--- src/rtl/pcu_pkg.sv ---
// Package: shared constants and the next-address source selector.
// Assumes: a 13-bit counter, an 8-bit data bus and an 11-bit branch literal.
package pcu_pkg;

    localparam int PC_W    = 13;
    localparam int DATA_W  = 8;
    localparam int LIT_W   = 11;
    localparam int LATCH_W = PC_W - DATA_W;

    typedef enum logic [2:0] {
        SRC_HOLD   = 3'd0,
        SRC_RESET  = 3'd1,
        SRC_IRQ    = 3'd2,
        SRC_RET    = 3'd3,
        SRC_BRANCH = 3'd4,
        SRC_PCL    = 3'd5,
        SRC_INC    = 3'd6
    } pc_src_e;

endpackage

--- src/rtl/pcu_src_arb.sv ---
// Module: fixed-priority selection of the next counter source.
// Order: reset, interrupt, return, call/goto, low-byte write, increment.
// Nothing but reset acts without cyc_en. A push is raised only for a
// winning interrupt or a winning call.
module pcu_src_arb
    import pcu_pkg::*;
(
    input  logic    rst_n,
    input  logic    cyc_en,
    input  logic    irq_take,
    input  logic    ret_take,
    input  logic    call_take,
    input  logic    jump_take,
    input  logic    pcl_wr,
    output pc_src_e src,
    output logic    push_en
);

    // Purpose: resolve competing requests into one source.
    always_comb begin
        if (!rst_n) begin
            src = SRC_RESET;
        end else if (!cyc_en) begin
            src = SRC_HOLD;
        end else if (irq_take) begin
            src = SRC_IRQ;
        end else if (ret_take) begin
            src = SRC_RET;
        end else if (call_take || jump_take) begin
            src = SRC_BRANCH;
        end else if (pcl_wr) begin
            src = SRC_PCL;
        end else begin
            src = SRC_INC;
        end
    end

    // Purpose: push for interrupt entry, and for a call that wins.
    always_comb begin
        push_en = (src == SRC_IRQ) || ((src == SRC_BRANCH) && call_take);
    end

endmodule

--- src/rtl/pcu_target_gen.sv ---
// Module: forms every candidate address and muxes in the selected one.
// Assumes: the staging register is at least PC_W-DATA_W bits wide.
// A branch takes the top BR_HI_W staged bits above the literal.
module pcu_target_gen
    import pcu_pkg::*;
#(
    parameter int P_PC_W    = PC_W,
    parameter int P_DATA_W  = DATA_W,
    parameter int P_LIT_W   = LIT_W,
    parameter int P_LATCH_W = LATCH_W,
    parameter logic [P_PC_W-1:0] RST_VEC = '0,
    parameter logic [P_PC_W-1:0] IRQ_VEC = 4
)(
    input  pc_src_e               src,
    input  logic [P_PC_W-1:0]     pc_q,
    input  logic [P_LATCH_W-1:0]  latch_q,
    input  logic [P_DATA_W-1:0]   wdata,
    input  logic [P_LIT_W-1:0]    instr_lit,
    input  logic [P_PC_W-1:0]     ret_addr,
    output logic [P_PC_W-1:0]     pc_nxt,
    output logic [P_PC_W-1:0]     seq_addr
);

    localparam int PCL_HI_W = P_PC_W - P_DATA_W;
    localparam int BR_HI_W  = P_PC_W - P_LIT_W;

    logic [P_PC_W-1:0] pcl_tgt;
    logic [P_PC_W-1:0] br_tgt;

    // Purpose: next sequential address; wraps at the top of program space.
    assign seq_addr = pc_q + {{(P_PC_W-1){1'b0}}, 1'b1};

    generate
        if (BR_HI_W > 0) begin : g_br_hi
            // Purpose: branch target uses the upper staged bits over the literal.
            assign br_tgt = {latch_q[P_LATCH_W-1 -: BR_HI_W], instr_lit};
        end else begin : g_br_flat
            // Purpose: literal already covers the whole counter.
            assign br_tgt = instr_lit[P_PC_W-1:0];
        end
    endgenerate

    // Purpose: computed jump uses the low staged bits over the written byte.
    assign pcl_tgt = {latch_q[PCL_HI_W-1:0], wdata};

    // Purpose: select the next counter value.
    always_comb begin
        unique case (src)
            SRC_RESET:  pc_nxt = RST_VEC;
            SRC_IRQ:    pc_nxt = IRQ_VEC;
            SRC_RET:    pc_nxt = ret_addr;
            SRC_BRANCH: pc_nxt = br_tgt;
            SRC_PCL:    pc_nxt = pcl_tgt;
            SRC_INC:    pc_nxt = seq_addr;
            default:    pc_nxt = pc_q;
        endcase
    end

endmodule

--- src/rtl/pcu_hi_latch.sv ---
// Module: high-address staging register.
// Written only through its own strobe. Stack traffic never touches it.
// Cleared by synchronous reset.
module pcu_hi_latch #(
    parameter int P_DATA_W  = 8,
    parameter int P_LATCH_W = 5
)(
    input  logic                  clk,
    input  logic                  rst_n,
    input  logic                  latch_wr,
    input  logic [P_DATA_W-1:0]   wdata,
    output logic [P_LATCH_W-1:0]  latch_q
);

    // Purpose: capture the low bits of the bus on a staging write.
    always_ff @(posedge clk) begin
        if (!rst_n) begin
            latch_q <= '0;
        end else if (latch_wr) begin
            latch_q <= wdata[P_LATCH_W-1:0];
        end
    end

endmodule

--- src/rtl/pcu_core.sv ---
// Module: program counter sequencing unit (top).
// Holds the fetch address and takes the next one chosen by pcu_src_arb
// and formed by pcu_target_gen. Assumes the decoder asserts at most one
// of return/call/goto/low-byte-write; the priority still settles overlaps.
module pcu_core
    import pcu_pkg::*;
#(
    parameter logic [PC_W-1:0] RST_VEC = '0,
    parameter logic [PC_W-1:0] IRQ_VEC = 13'h0004
)(
    input  logic               clk,
    input  logic               rst_n,
    input  logic               cyc_en,
    input  logic               irq_take,
    input  logic               ret_take,
    input  logic [PC_W-1:0]    ret_addr,
    input  logic               call_take,
    input  logic               jump_take,
    input  logic [LIT_W-1:0]   instr_lit,
    input  logic               pcl_wr,
    input  logic               latch_wr,
    input  logic [DATA_W-1:0]  wdata,
    output logic [PC_W-1:0]    pc_out,
    output logic [DATA_W-1:0]  pcl_rd,
    output logic [LATCH_W-1:0] latch_out,
    output logic               push_en,
    output logic [PC_W-1:0]    push_addr
);

    pc_src_e           src;
    logic [PC_W-1:0]   pc_q;
    logic [PC_W-1:0]   pc_nxt;
    logic [PC_W-1:0]   seq_addr;
    logic [LATCH_W-1:0] latch_q;

    pcu_src_arb u_arb (
        .rst_n     (rst_n),
        .cyc_en    (cyc_en),
        .irq_take  (irq_take),
        .ret_take  (ret_take),
        .call_take (call_take),
        .jump_take (jump_take),
        .pcl_wr    (pcl_wr),
        .src       (src),
        .push_en   (push_en)
    );

    pcu_hi_latch #(
        .P_DATA_W  (DATA_W),
        .P_LATCH_W (LATCH_W)
    ) u_latch (
        .clk      (clk),
        .rst_n    (rst_n),
        .latch_wr (latch_wr),
        .wdata    (wdata),
        .latch_q  (latch_q)
    );

    pcu_target_gen #(
        .P_PC_W    (PC_W),
        .P_DATA_W  (DATA_W),
        .P_LIT_W   (LIT_W),
        .P_LATCH_W (LATCH_W),
        .RST_VEC   (RST_VEC),
        .IRQ_VEC   (IRQ_VEC)
    ) u_tgt (
        .src       (src),
        .pc_q      (pc_q),
        .latch_q   (latch_q),
        .wdata     (wdata),
        .instr_lit (instr_lit),
        .ret_addr  (ret_addr),
        .pc_nxt    (pc_nxt),
        .seq_addr  (seq_addr)
    );

    // Purpose: the counter register; the arbiter already folds in reset.
    always_ff @(posedge clk) begin
        pc_q <= pc_nxt;
    end

    assign pc_out    = pc_q;
    assign pcl_rd    = pc_q[DATA_W-1:0];
    assign latch_out = latch_q;
    assign push_addr = seq_addr;

endmodule

--- config.mk ---
export PLATFORM = sky130hd
export DESIGN_NAME = pcu_core
export DESIGN_NICKNAME = d
export VERILOG_FILES = /design/src/rtl/pcu_pkg.sv /design/src/rtl/pcu_src_arb.sv /design/src/rtl/pcu_target_gen.sv /design/src/rtl/pcu_hi_latch.sv /design/src/rtl/pcu_core.sv
export SDC_FILE = /design/constraint.sdc
export NUM_CORES = 1
export LEC_CHECK = 0
export BUFFER_PORTS_ARGS = -buffer_cell sky130_fd_sc_hd__buf_2
export CAP_MARGIN = 5
export CORE_ASPECT_RATIO = 1.1
export CORE_UTILIZATION = 46
export DETAILED_ROUTE_END_ITERATION = 12
export PLACE_DENSITY = 0.91
export SYNTH_ARGS = -nofsm -noshare
export SYNTH_HDL_FRONTEND = slang
export SYNTH_SLANG_ARGS = --single-unit
export TNS_END_PERCENT = 20
--- constraint.sdc ---
create_clock -name clk -period 4.52 [get_ports clk]
set_clock_uncertainty 0.05 [all_clocks]
set_input_delay 0.452 -clock clk [delete_from_list [all_inputs] [get_ports clk]]
set_output_delay 0.452 -clock clk [all_outputs]
set_load 0.01 [all_outputs]
==> run summary <==
The flow ran to the end, and the final reports show no timing, DRC or antenna violations. After clock tree synthesis, the repair step resized 0 gates. The synthesized design spends more area on one cell type than any other, namely sky130_fd_sc_hd__edfxtp_1. After synthesis, the netlist uses 35 different library cells. The worst setup path is of the reg2out kind. Maximum frequency from static timing analysis: 413 MHz. The clock-pin slew of the registers on the worst-case setup and hold paths is 110 ps, and the portion of the post-synthesis area used by sequential elements is 36.6%.

STA puts the critical path data arrival time at 1920 ps. After detailed routing, the number of remaining DRC violations is 0. Root buffer selected by CTS: sky130_fd_sc_hd__clkbuf_4. The area growth from synthesis to layout is 27.2%. Async set-or-reset flop fraction in the synthesized netlist: 0%. The worst hold path belongs to the class in2reg.

Setup repair after global routing left no endpoint under its margin. The routed layout has 1294 vias. At the pin with the least slew margin, the transition time is 646 ps. The fill cell instance count of the final layout is 263, and the largest vdd supply drop is 0.151 mV.

The detailed router finished its first iteration with 28 violations. After clock tree synthesis, the setup repair step added 0 buffers. The finished layout holds 244 standard cells, fillers aside. The mean routed wirelength per cell is 14.2 um. The category of the worst setup path launch point is a flop.

Once detail routing completed, the nets flagged for antenna violations numbered 0. The first global-routing pass estimated 5440 um of wire. Ranked by total cell area, the synthesized netlist is headed by sky130_fd_sc_hd__edfxtp_1 29%, sky130_fd_sc_hd__mux2i_1 12%, sky130_fd_sc_hd__dfxtp_1 7.5%, sky130_fd_sc_hd__o221ai_1 5.2%, sky130_fd_sc_hd__xnor2_1 5.2%. The tools report the effective utilization at floorplan as 48.6%. The via count of the first global-routing pass is 1236.

For this run, the share of the core covered by cells in the final layout is 61.9%. Number of core rows: 20. Synthesis produced a netlist with a net count of 181.

The routed design could run at a clock period as short as 2420 ps. For the number of synthesis warnings, the log shows 0. At the worst endpoint, the required time is 4020 ps. The per-instance average area after synthesis came out at 9.63 um2. For this design the top-level I/O count stands at 81. The final count of negative-setup-slack endpoints came out at 0.

The most used flip-flop cell after synthesis is sky130_fd_sc_hd__edfxtp_1. The top cell type by area accounts for 29.2% of the synthesized area. The net switching power came out at 118 uW. The H-tree level count was 1.

Per report_power, the sequential group accounts for 49.8% of the total. The number of storage elements in the synthesis netlist is 18, and the number of buffers added on ports is 80. The tools report the post-synthesis instance area as 0.00134 mm2. The tools report the maximum number of pins on one net before global-route repair as 14. The post-route fraction of the period consumed by the critical path is 53.6%, and the number of enable flip-flop cells after synthesis is 13. The y dimension of the die is 58.6 um. The switching share of power is 29.3%, and the weighted congestion reported at the end of routability-driven placement is 0.767. The number of antenna diodes in the final layout is 0.

The number of buffers inserted by hold repair at cts is 0, and the static leakage is 0.000892 uW. For the total iterations of the first detailed-routing run, the log shows 4. In the final timing run, aggregate negative setup slack is 0 ps.

TritonCTS built the clock tree. For this design the ratio of total power to cell area is 236 mW/mm2. After detailed routing, the number of vias per cell comes to 5.30. The run gives 0 as the total global routing overflow.

For the global routing usage summed across all routing layers, the log shows 24.1%. The floorplan step defined a core boundary enclosing 0.00275 mm2. The net count reported at finish was 254; the combinational cell fraction of total power was 24.9%.

For the gate count after technology mapping, the log shows 139. In this run the horizontal extent of the chip is 53.4 um. The largest fanout on the critical path is 7, and the internal cell power is 285 uW. The clock drives 18 sinks. The die covers 0.00313 mm2. The number of cells after detailed placement was 240. Number of antenna violations at the first check in global routing: 0. For the worst-skew pair, the clock arrives at the later sink with an insertion delay of 300 ps. Type of element capturing the critical path: an output pin.

The logs give 0 for the number of maximum-capacitance constraint violations and 3460 um for the routed wire length. The run gives 0 as the final count of pins violating max slew. The total half-perimeter wirelength after legalization and detailed placement is 2740 um. TritonCTS created 3 clock buffers. The count of endpoints failing hold in the final timing report was 0. Counting along the longest clock path gives a buffer depth of 2. Headroom to the max-slew limit came out at 56.9%. The share of layout cells above drive strength 1 is 43.6%.

The clock network accounts for 25.3% of the total power.
[worst max-delay path: stages, from the launching register on]
cell and delay, ps:
sky130_fd_sc_hd__edfxtp_1 460, sky130_fd_sc_hd__ha_1 220, sky130_fd_sc_hd__nand3_1 180, sky130_fd_sc_hd__nor4_1 370, sky130_fd_sc_hd__xnor2_1 200, sky130_fd_sc_hd__inv_1 60, sky130_fd_sc_hd__buf_2 140
[worst paths after layout]
kind | startpoint | end | slack [ps] | depth (start not counted)
hold / removal | wdata[4] | u_latch.latch_q[4] | 370 | 3
hold reg to reg | u_latch.latch_q[3] | u_latch.latch_q[3] | 500 | 2
setup reg to reg | pc_out[0] | pc_out[12] | 2730 | 5
setup / recovery | pc_out[0] | push_addr[12] | 2100 | 6
[registers in the layout, summed over array words and instances (netlist names)]
register         flops
u_latch.latch_q      5
pc_out              13
[final cells by class]
cell class,count,area [um2],share of cell area (%)
sequential,18,490,28.8
timing repair buffer,82,415,24.4
clock buffer,4,36.3,2.13
multi-input combinational,93,667,39.2
tap,33,41.3,2.42
inverter,14,52.6,3.09
[metrics by stage]
step                      area (um2)  hold WS (ps)  setup slack [ps]  power, uW
after floorplan                 1340           499              2590        261
after global placement          1670           470              2460        301
after detailed placement        1670           484              2430        304
after CTS                       1700           368              2080        405
after global routing            1700           379              1920        423
final                           1700           374              2100        402
[cell families (layout without fill, tap and decap cells)]
group	count (synthesis)	in the layout	share of synthesized area [%]
and+or+nand+nor	46	46	18.9
buffers and inverters	28	100	13.6
AOI/OAI and AO/OA	18	18	10.0
DFF	18	18	36.6
muxes	17	17	12.8
xor gates and xnor gates	11	11	7.20
adders and majority gates	1	1	0.934
[layer usage]
layer	share of wire (%)	GRT usage, %
met1	41	28.0
met2	50	41.1
met3	6.4	4.91
met4	2.4	12.4
met5	0	0
[cell usage after synthesis, drive strengths merged (2+ instances only)]
master  instances
a22oi           2
a21oi           2
mux2i          16
nand4           2
nor2            4
nor3b           2
nor4            2
o221ai          8
nand3           4
xor2            3
nor3            5
clkbuf          3
inv            14
nand2          13
or3             2
edfxtp         13
o211ai          2
or4             2
buf            11
xnor2           8
nand2b          3
nor2b           6
o21ai           3
dfxtp           5
[power groups by stage]
stage                     logic (uW)  registers, uW  clock network, uW
after floorplan                 53.5            207                  0
after CTS                        100            200                104
final                            100            200                102
after global routing             109            202                112
after global placement          97.6            204                  0
after detailed placement         100            204                  0
[placed cells by master (no fill, tap or decap), drive strengths merged, types with 5 or more instances in the layout]
master | Yosys | layout
xnor2 | 8 | 8
nor2b | 6 | 6
buf | 11 | 82
nor3 | 5 | 5
nand2 | 13 | 13
mux2i | 16 | 16
o221ai | 8 | 8
inv | 14 | 14
edfxtp | 13 | 13
dfxtp | 5 | 5
Power figures use the tool's default switching activity.
